<file path="src/rtl/adcfe_pkg.sv">
package adcfe_pkg;
  localparam int SAMPLE_W  = 12;
  localparam int CHAN_W    = 2;
  localparam int LEAD_W    = 2;
  localparam int FRAME_LEN = LEAD_W + CHAN_W + SAMPLE_W;
  localparam int CMD_BITS  = 12;
  localparam int CMD_USED  = 6;   // write, pm[1:0], chan[1:0], range
  localparam int TRACK_EDGE = 14;

  typedef enum logic [1:0] {
    PS_ON    = 2'd0,
    PS_WAKE  = 2'd1,
    PS_OFF   = 2'd2,
    PS_SLEEP = 2'd3
  } pwr_e;

  localparam logic [1:0] PM_NORMAL = 2'b11;
  localparam logic [1:0] PM_FULL   = 2'b10;
  localparam logic [1:0] PM_AUTO   = 2'b01;

  typedef struct packed {
    logic [1:0]        pm;
    logic [CHAN_W-1:0] chan;
    logic              rng;
  } ctrl_t;

  localparam ctrl_t CTRL_RST = '{pm: PM_NORMAL, chan: '0, rng: 1'b0};
endpackage

</file>
<file path="src/rtl/adcfe_frame.sv">
module adcfe_frame
  import adcfe_pkg::*;
(
  input  logic                clk_i,
  input  logic                rst_ni,
  input  logic                cs_ni,
  input  logic                sclk_i,
  input  logic                din_i,
  input  logic [SAMPLE_W-1:0] sample_i,
  input  logic                mute_i,
  output logic                frame_start_o,
  output logic                frame_end_o,
  output logic                cs_rise_o,
  output logic                hold_rel_o,
  output ctrl_t               ctrl_o,
  output logic                dout_o,
  output logic                dout_en_o
);
  localparam int CNT_W = $clog2(FRAME_LEN + 1);

  logic                 cs_q, sclk_q, in_frame_q, mute_q;
  logic [CNT_W-1:0]     cnt_q;
  logic [CMD_USED-1:0]  cmd_q;
  logic [FRAME_LEN-1:0] out_q;
  ctrl_t                ctrl_q;
  logic                 cs_fall, sclk_fall, commit;

  assign cs_fall   = cs_q & ~cs_ni;
  assign cs_rise_o = ~cs_q & cs_ni;
  assign sclk_fall = in_frame_q & sclk_q & ~sclk_i & (cnt_q < CNT_W'(FRAME_LEN));
  assign commit    = sclk_fall && (cnt_q == CNT_W'(CMD_BITS - 1));

  always_ff @(posedge clk_i or negedge rst_ni) begin
    if (!rst_ni) begin
      cs_q       <= 1'b1;
      sclk_q     <= 1'b1;
      in_frame_q <= 1'b0;
      mute_q     <= 1'b0;
      cnt_q      <= '0;
      cmd_q      <= '0;
      out_q      <= '0;
      ctrl_q     <= CTRL_RST;
    end else begin
      cs_q   <= cs_ni;
      sclk_q <= sclk_i;
      if (cs_fall) begin
        in_frame_q <= 1'b1;
        cnt_q      <= '0;
        mute_q     <= mute_i;
        out_q      <= {{LEAD_W{1'b0}}, ctrl_q.chan, sample_i};
      end else if (cs_rise_o) begin
        in_frame_q <= 1'b0;
      end else if (sclk_fall) begin
        cnt_q <= cnt_q + 1'b1;
        out_q <= {out_q[FRAME_LEN-2:0], 1'b0};
        if (cnt_q < CNT_W'(CMD_USED)) cmd_q <= {cmd_q[CMD_USED-2:0], din_i};
        if (commit && cmd_q[5]) ctrl_q <= '{pm: cmd_q[4:3], chan: cmd_q[2:1], rng: cmd_q[0]};
      end
    end
  end

  assign frame_start_o = cs_fall;
  assign frame_end_o   = sclk_fall && (cnt_q == CNT_W'(FRAME_LEN - 1));
  assign hold_rel_o    = sclk_fall && (cnt_q == CNT_W'(TRACK_EDGE - 1));
  assign ctrl_o        = ctrl_q;
  assign dout_o        = out_q[FRAME_LEN-1];
  assign dout_en_o     = in_frame_q & ~mute_q;

  a_r6_quiet_deselected: assert property (@(posedge clk_i) disable iff (!rst_ni)
    cs_q |-> !dout_en_o);
  a_r3_no_write_kept: assert property (@(posedge clk_i) disable iff (!rst_ni)
    (commit && !cmd_q[5]) |=> $stable(ctrl_q));
  a_r4_lead_zero: assert property (@(posedge clk_i) disable iff (!rst_ni)
    cs_fall |=> !dout_o);
endmodule

</file>
<file path="src/rtl/adcfe_power.sv">
module adcfe_power
  import adcfe_pkg::*;
#(
  parameter int WAKE_CYCLES = 64
) (
  input  logic       clk_i,
  input  logic       rst_ni,
  input  logic       frame_start_i,
  input  logic       frame_end_i,
  input  logic       cs_rise_i,
  input  logic       hold_rel_i,
  input  logic [1:0] pm_i,
  output pwr_e       state_o,
  output logic       track_o,
  output logic       ready_o,
  output logic       frame_ok_o
);
  localparam int WK_W = $clog2(WAKE_CYCLES + 1);

  pwr_e            state_q;
  logic [WK_W-1:0] wk_q;
  logic            track_q, ok_q;

  assign ready_o = (state_q == PS_ON);

  always_ff @(posedge clk_i or negedge rst_ni) begin
    if (!rst_ni) begin
      state_q <= PS_WAKE;
      wk_q    <= '0;
      track_q <= 1'b1;
      ok_q    <= 1'b0;
    end else begin
      if (state_q == PS_WAKE) begin
        if (wk_q == WK_W'(WAKE_CYCLES - 1)) state_q <= PS_ON;
        else wk_q <= wk_q + 1'b1;
      end
      if (frame_start_i) begin
        ok_q <= ready_o;
        if (state_q == PS_SLEEP) begin
          state_q <= PS_WAKE;
          wk_q    <= '0;
          track_q <= 1'b1;
        end else begin
          track_q <= 1'b0;
        end
      end
      if (hold_rel_i) track_q <= 1'b1;
      if (frame_end_i) begin
        if (pm_i == PM_FULL) begin
          state_q <= PS_OFF;
          track_q <= 1'b0;
        end else if (pm_i == PM_AUTO && ok_q) begin
          state_q <= PS_SLEEP;
          track_q <= 1'b0;
        end
      end
      if (cs_rise_i && state_q == PS_OFF) begin
        if (pm_i == PM_NORMAL) begin
          state_q <= PS_WAKE;
          wk_q    <= '0;
        end else if (pm_i == PM_AUTO) begin
          state_q <= PS_SLEEP;
        end
      end
    end
  end

  assign state_o    = state_q;
  assign track_o    = track_q;
  assign frame_ok_o = ok_q;

  a_r10_sleep_exit: assert property (@(posedge clk_i) disable iff (!rst_ni)
    (state_q == PS_SLEEP && frame_start_i) |=> (state_q == PS_WAKE && track_q));
  a_r7_off_holds: assert property (@(posedge clk_i) disable iff (!rst_ni)
    (state_q == PS_OFF && !cs_rise_i) |=> (state_q == PS_OFF));
  a_r11_ready_after_wake: assert property (@(posedge clk_i) disable iff (!rst_ni)
    $rose(ready_o) |-> ($past(state_q) == PS_WAKE));
  a_r9_auto_sleep: assert property (@(posedge clk_i) disable iff (!rst_ni)
    (frame_end_i && pm_i == PM_AUTO && ok_q) |=> (state_q == PS_SLEEP && !track_q));
  a_r5_hold_on_start: assert property (@(posedge clk_i) disable iff (!rst_ni)
    (frame_start_i && state_q != PS_SLEEP) |=> !track_q);
endmodule

</file>
<file path="src/rtl/adc_serial_fe.sv">
module adc_serial_fe
  import adcfe_pkg::*;
#(
  parameter int WAKE_CYCLES = 64
) (
  input  logic        clk_i,
  input  logic        rst_ni,
  input  logic        cs_ni,
  input  logic        sclk_i,
  input  logic        din_i,
  input  logic [11:0] sample_i,
  output logic        dout_o,
  output logic        dout_en_o,
  output logic        track_o,
  output logic        ready_o,
  output logic        frame_ok_o,
  output logic        range_o,
  output logic [1:0]  pwr_state_o
);
  logic  frame_start, frame_end, cs_rise, hold_rel;
  ctrl_t ctrl;
  pwr_e  state;

  adcfe_frame u_frame (
    .clk_i, .rst_ni, .cs_ni, .sclk_i, .din_i, .sample_i,
    .mute_i       (state == PS_OFF),
    .frame_start_o(frame_start),
    .frame_end_o  (frame_end),
    .cs_rise_o    (cs_rise),
    .hold_rel_o   (hold_rel),
    .ctrl_o       (ctrl),
    .dout_o, .dout_en_o
  );

  adcfe_power #(.WAKE_CYCLES(WAKE_CYCLES)) u_power (
    .clk_i, .rst_ni,
    .frame_start_i(frame_start),
    .frame_end_i  (frame_end),
    .cs_rise_i    (cs_rise),
    .hold_rel_i   (hold_rel),
    .pm_i         (ctrl.pm),
    .state_o      (state),
    .track_o, .ready_o, .frame_ok_o
  );

  assign range_o     = ctrl.rng;
  assign pwr_state_o = state;
endmodule

</file>
<file path="config.mk">
export PLATFORM = sky130hd
export DESIGN_NAME = adc_serial_fe
export DESIGN_NICKNAME = d
export VERILOG_FILES = /design/src/rtl/adcfe_pkg.sv /design/src/rtl/adcfe_frame.sv /design/src/rtl/adcfe_power.sv /design/src/rtl/adc_serial_fe.sv
export SDC_FILE = /design/constraint.sdc
export NUM_CORES = 1
export LEC_CHECK = 0
export BUFFER_PORTS_ARGS = -buffer_cell sky130_fd_sc_hd__buf_2
export CAP_MARGIN = 15
export CORE_MARGIN = 1.5
export CORE_UTILIZATION = 35
export CTS_CLUSTER_DIAMETER = 100
export CTS_CLUSTER_SIZE = 28
export DETAILED_ROUTE_END_ITERATION = 12
export GPL_TIMING_DRIVEN = 0
export REMOVE_ABC_BUFFERS = 1
export SETUP_SLACK_MARGIN = 0.4
export SYNTH_ARGS = -nofsm -noshare
export SYNTH_HDL_FRONTEND = slang
export SYNTH_SLANG_ARGS = --single-unit
</file>
<file path="constraint.sdc">
create_clock -name clk_i -period 2.3 [get_ports clk_i]
set_input_delay 0.345 -clock clk_i [delete_from_list [all_inputs] [get_ports clk_i]]
set_output_delay 0.345 -clock clk_i [all_outputs]
set_load 0.02 [all_outputs]
</file>
==> summary.md <==
| Metric | Value |
|---|---|
| Largest net degree at the start of global routing | 48 |
| Clock buffer depth | 2 |
| Vias | ~1600 |
| Slew HR | about a third |
| CTS clk-pin slew, worst paths | ~90 ps |
| Syn Inst Count | 197 |
| Hold Crit Class | in -> reg |
| Vias in the first global route | between 1500 and 2000 |
| Count of final max-slew check failures | 0 |
| Vias/cell | approximately 5.3 |
| Final period util | 76.4% |
| Crit-path max FO | 6 |
| Input/output buffers | 24 |
| Crit path DAT | 1940 ps |
| Share of cells above drive strength 1 | approximately 38% |
| Die width | ~85 µm |
| Commonest non-fill, non-tap cell in the layout | dfrtp_1 |
| Initial detailed-routing violation count | slightly below 90 |
| Die Ht | 85.3 µm |
| RR Startpoint | u_frame.cs_q |
| Final WL | 4230 µm |
| Distinct cells, synth | 46 |
| # fillers | 621 |
| Initial antenna violation count | 0 |
| Worst skew pair latency | around 300 ps |
| Full die area | approximately 7300 µm² |
| Sequential share of the synthesized area | 49.9% |
| Final setup fails | 0 |
| Hold_buf cts | 0 |
| Number of enable flip-flop cells after synthesis | 0 |
| Hold path startpoint | sclk_i |
| Syn_area_per_cell | between 10 and 15 µm² |
| CP endpoint kind | flip-flop |
| Initial Util | a little under two fifths |
| GRT overflow | 0 |
| Total GRT Usage | 12.7% |
| Core area | 6460 µm² |
| Placed cell count | roughly 290 |
| CTS tree | yes |
| Clock skew | about 8.3 ps |
| Synth warn | 0 |
| FP Rows | 29 |
| Final Net Count | between 200 and 250 |
| Io pins | 25 |
| Avg WL per Cell | ~14 µm |
| Startpoint class of the critical path | flip-flop |
| Synth Register Bits | 47 |
| # DRC | 1 |
| Antenna viol nets, final | 0 |
| RSZ-0062 raised after global routing | false |
| VDD IR max | roughly 360 µV |
| Setup CP Type | reg -> reg |
| Final Core Density | about 42% |
| Syn Std Cell Area | between 2000 and 2500 µm² |
| Hold Fails Final Rpt | 0 |
| Drt first pass iters | 8 |
| Achievable Freq | 569 MHz |
| WHS Path Cells | 1 |
| Clock sinks | 47 |
| Largest cells by area after synthesis | dfrtp_1, mux2_2, dfstp_2 |
| Gpl congestion | 0.788 |
| CTS buffer count | 5 |
| Final Instance Count excl. Fillers | ~300 |
| Fin crit period | roughly 1800 ps |
| Power density cells | around 750 nW/µm² |
| ANT cells | 0 |
| RR Endpoint | u_frame.cmd_q[4] |
| Root buf cell | clkbuf_8 |
| Max cap viols | 0 |
| Top-area cell type share of the netlist area | approximately 43% |
| CTS H-tree lvls | 2 |
| DP HPWL | around 2800 µm |
| Endpoint, Worst Hold | u_frame.sclk_q |
| Asr flop ratio synth | between 90% and 100% |
| Top cell type by total area after synthesis | dfrtp_1 |
| First-pass GRT wire length | approximately 7400 µm |
| Tightest Pin Transition | around 1000 ps |
| Final setup TNS | 0 ps |
| Dominant synthesized flop cell | dfrtp_1 |
| R2R Setup Slk | between 500 and 600 ps |
| Worst EP required | around 2500 ps |
| Failing checks | design-rule violations |
| Synth-to-Final Area Change | 15.3% |
| Cells on worst reg2reg path | 5 |
| Outcome | finished, violations left |
| Most frequent cells in the layout | dfrtp_1, mux2_2, buf_2 |
| Leakage power | approximately 1.3 nW |
## cell usage after synthesis (4+ instances only)
cell type  instances
nor2_1             5
mux2_2            34
o21ai_0            5
dfrtp_1           41
buf_2              4
a21oi_1            4
a31oi_1            4
clkbuf_1           5
inv_1             13
mux2_1             7
dfstp_2            6
nand2_1            8
and3_1             5
nor2b_1            5
ha_1               7
## per-layer routing
metal	vias up	routed length [µm]	share of wire [%]	GRT usage, %
met5	-	0	0	0
met4	0	62	1.5	4.84
met3	6	125	3.0	3.02
met2	21	1970	47	21.3
met1	799	2080	49	16.1
li1	779	-	-	-
## through the flow
| step | instance area, µm² | hold slack, ps | power (mW) | setup WS [ps] |
|---|---|---|---|---|
| floorplan | 2320 | 49.4 | 1.33 | -69.1 |
| global placement | 2540 | 468 | 1.41 | -689 |
| detailed placement | 2540 | 471 | 1.43 | -708 |
| CTS | 2700 | 143 | 2.07 | 409 |
| global route | 2740 | 134 | 2.18 | 432 |
| finish | 2740 | 154 | 2.04 | 544 |
## how the worst max path moves through the flow
| stage | startpoint | end | slack [ps] | cells after the start |
|---|---|---|---|---|
| 5_1_grt | u_frame.cs_q | u_frame.cmd_q[4] | 430 | 5 |
| 6_report | u_frame.cs_q | u_frame.cmd_q[4] | 540 | 5 |
| 3_3_place_gp | cs_ni | u_frame.out_q[8] | -690 | 6 |
| 3_5_place_dp | cs_ni | u_frame.out_q[8] | -710 | 6 |
| 2_1_floorplan | u_frame.cs_q | u_frame.out_q[10] | -70 | 4 |
| 4_1_cts | u_frame.cs_q | u_frame.cmd_q[4] | 410 | 5 |
## layout make-up
class | count | area, µm² | share of cell area (%)
Sequential cell | 47 | 1180 | 43.3
Clock inverter | 2 | 35.0 | 1.28
Timing Repair Buffer | 29 | 170 | 6.22
Clock buffer | 6 | 82.6 | 3.02
Tap cell | 77 | 96.3 | 3.52
Inverter | 13 | 48.8 | 1.78
Multi-Input combinational cell | 127 | 1120 | 40.9
## power by group
part,internal (mW),switching [mW],total [mW]
registers,0.977,0.0869,1.06
clock network,0.352,0.269,0.621
logic,0.217,0.140,0.357
total,1.55,0.496,2.04
## flip-flops by register name, indices dropped and copies added (netlist names), 2 cells and up
name	cells
u_power.state_o	2
u_frame.ctrl_o	5
u_frame.out_q	16
u_frame.cnt_q	5
u_power.wk_q	7
u_frame.cmd_q	6
## kinds of logic (layout without fill, tap and decap cells)
group	Yosys count	in the layout	synth area share (%)
muxes	41	41	19.5
adders and majority gates	7	7	3.69
DFF	47	47	49.9
and+or+nand+nor	45	45	11.9
AOI/OAI and AO/OA	34	34	10.9
buffers and inverters	23	50	4.17
## critical path, cell delays in order, from the launching register on
cell and delay, ps:
dfstp_2 560, inv_1 60, ha_1 230, nor4_2 290, nand3_2 200, mux2_2 320
## what timing repair did
action	CTS	global route
gates resized for setup	2	3
endpoints found under the setup margin	42	27
gates cloned	0	0
buffers inserted	2	3
pin swaps	2	1
(Power assumes the default switching activity.)
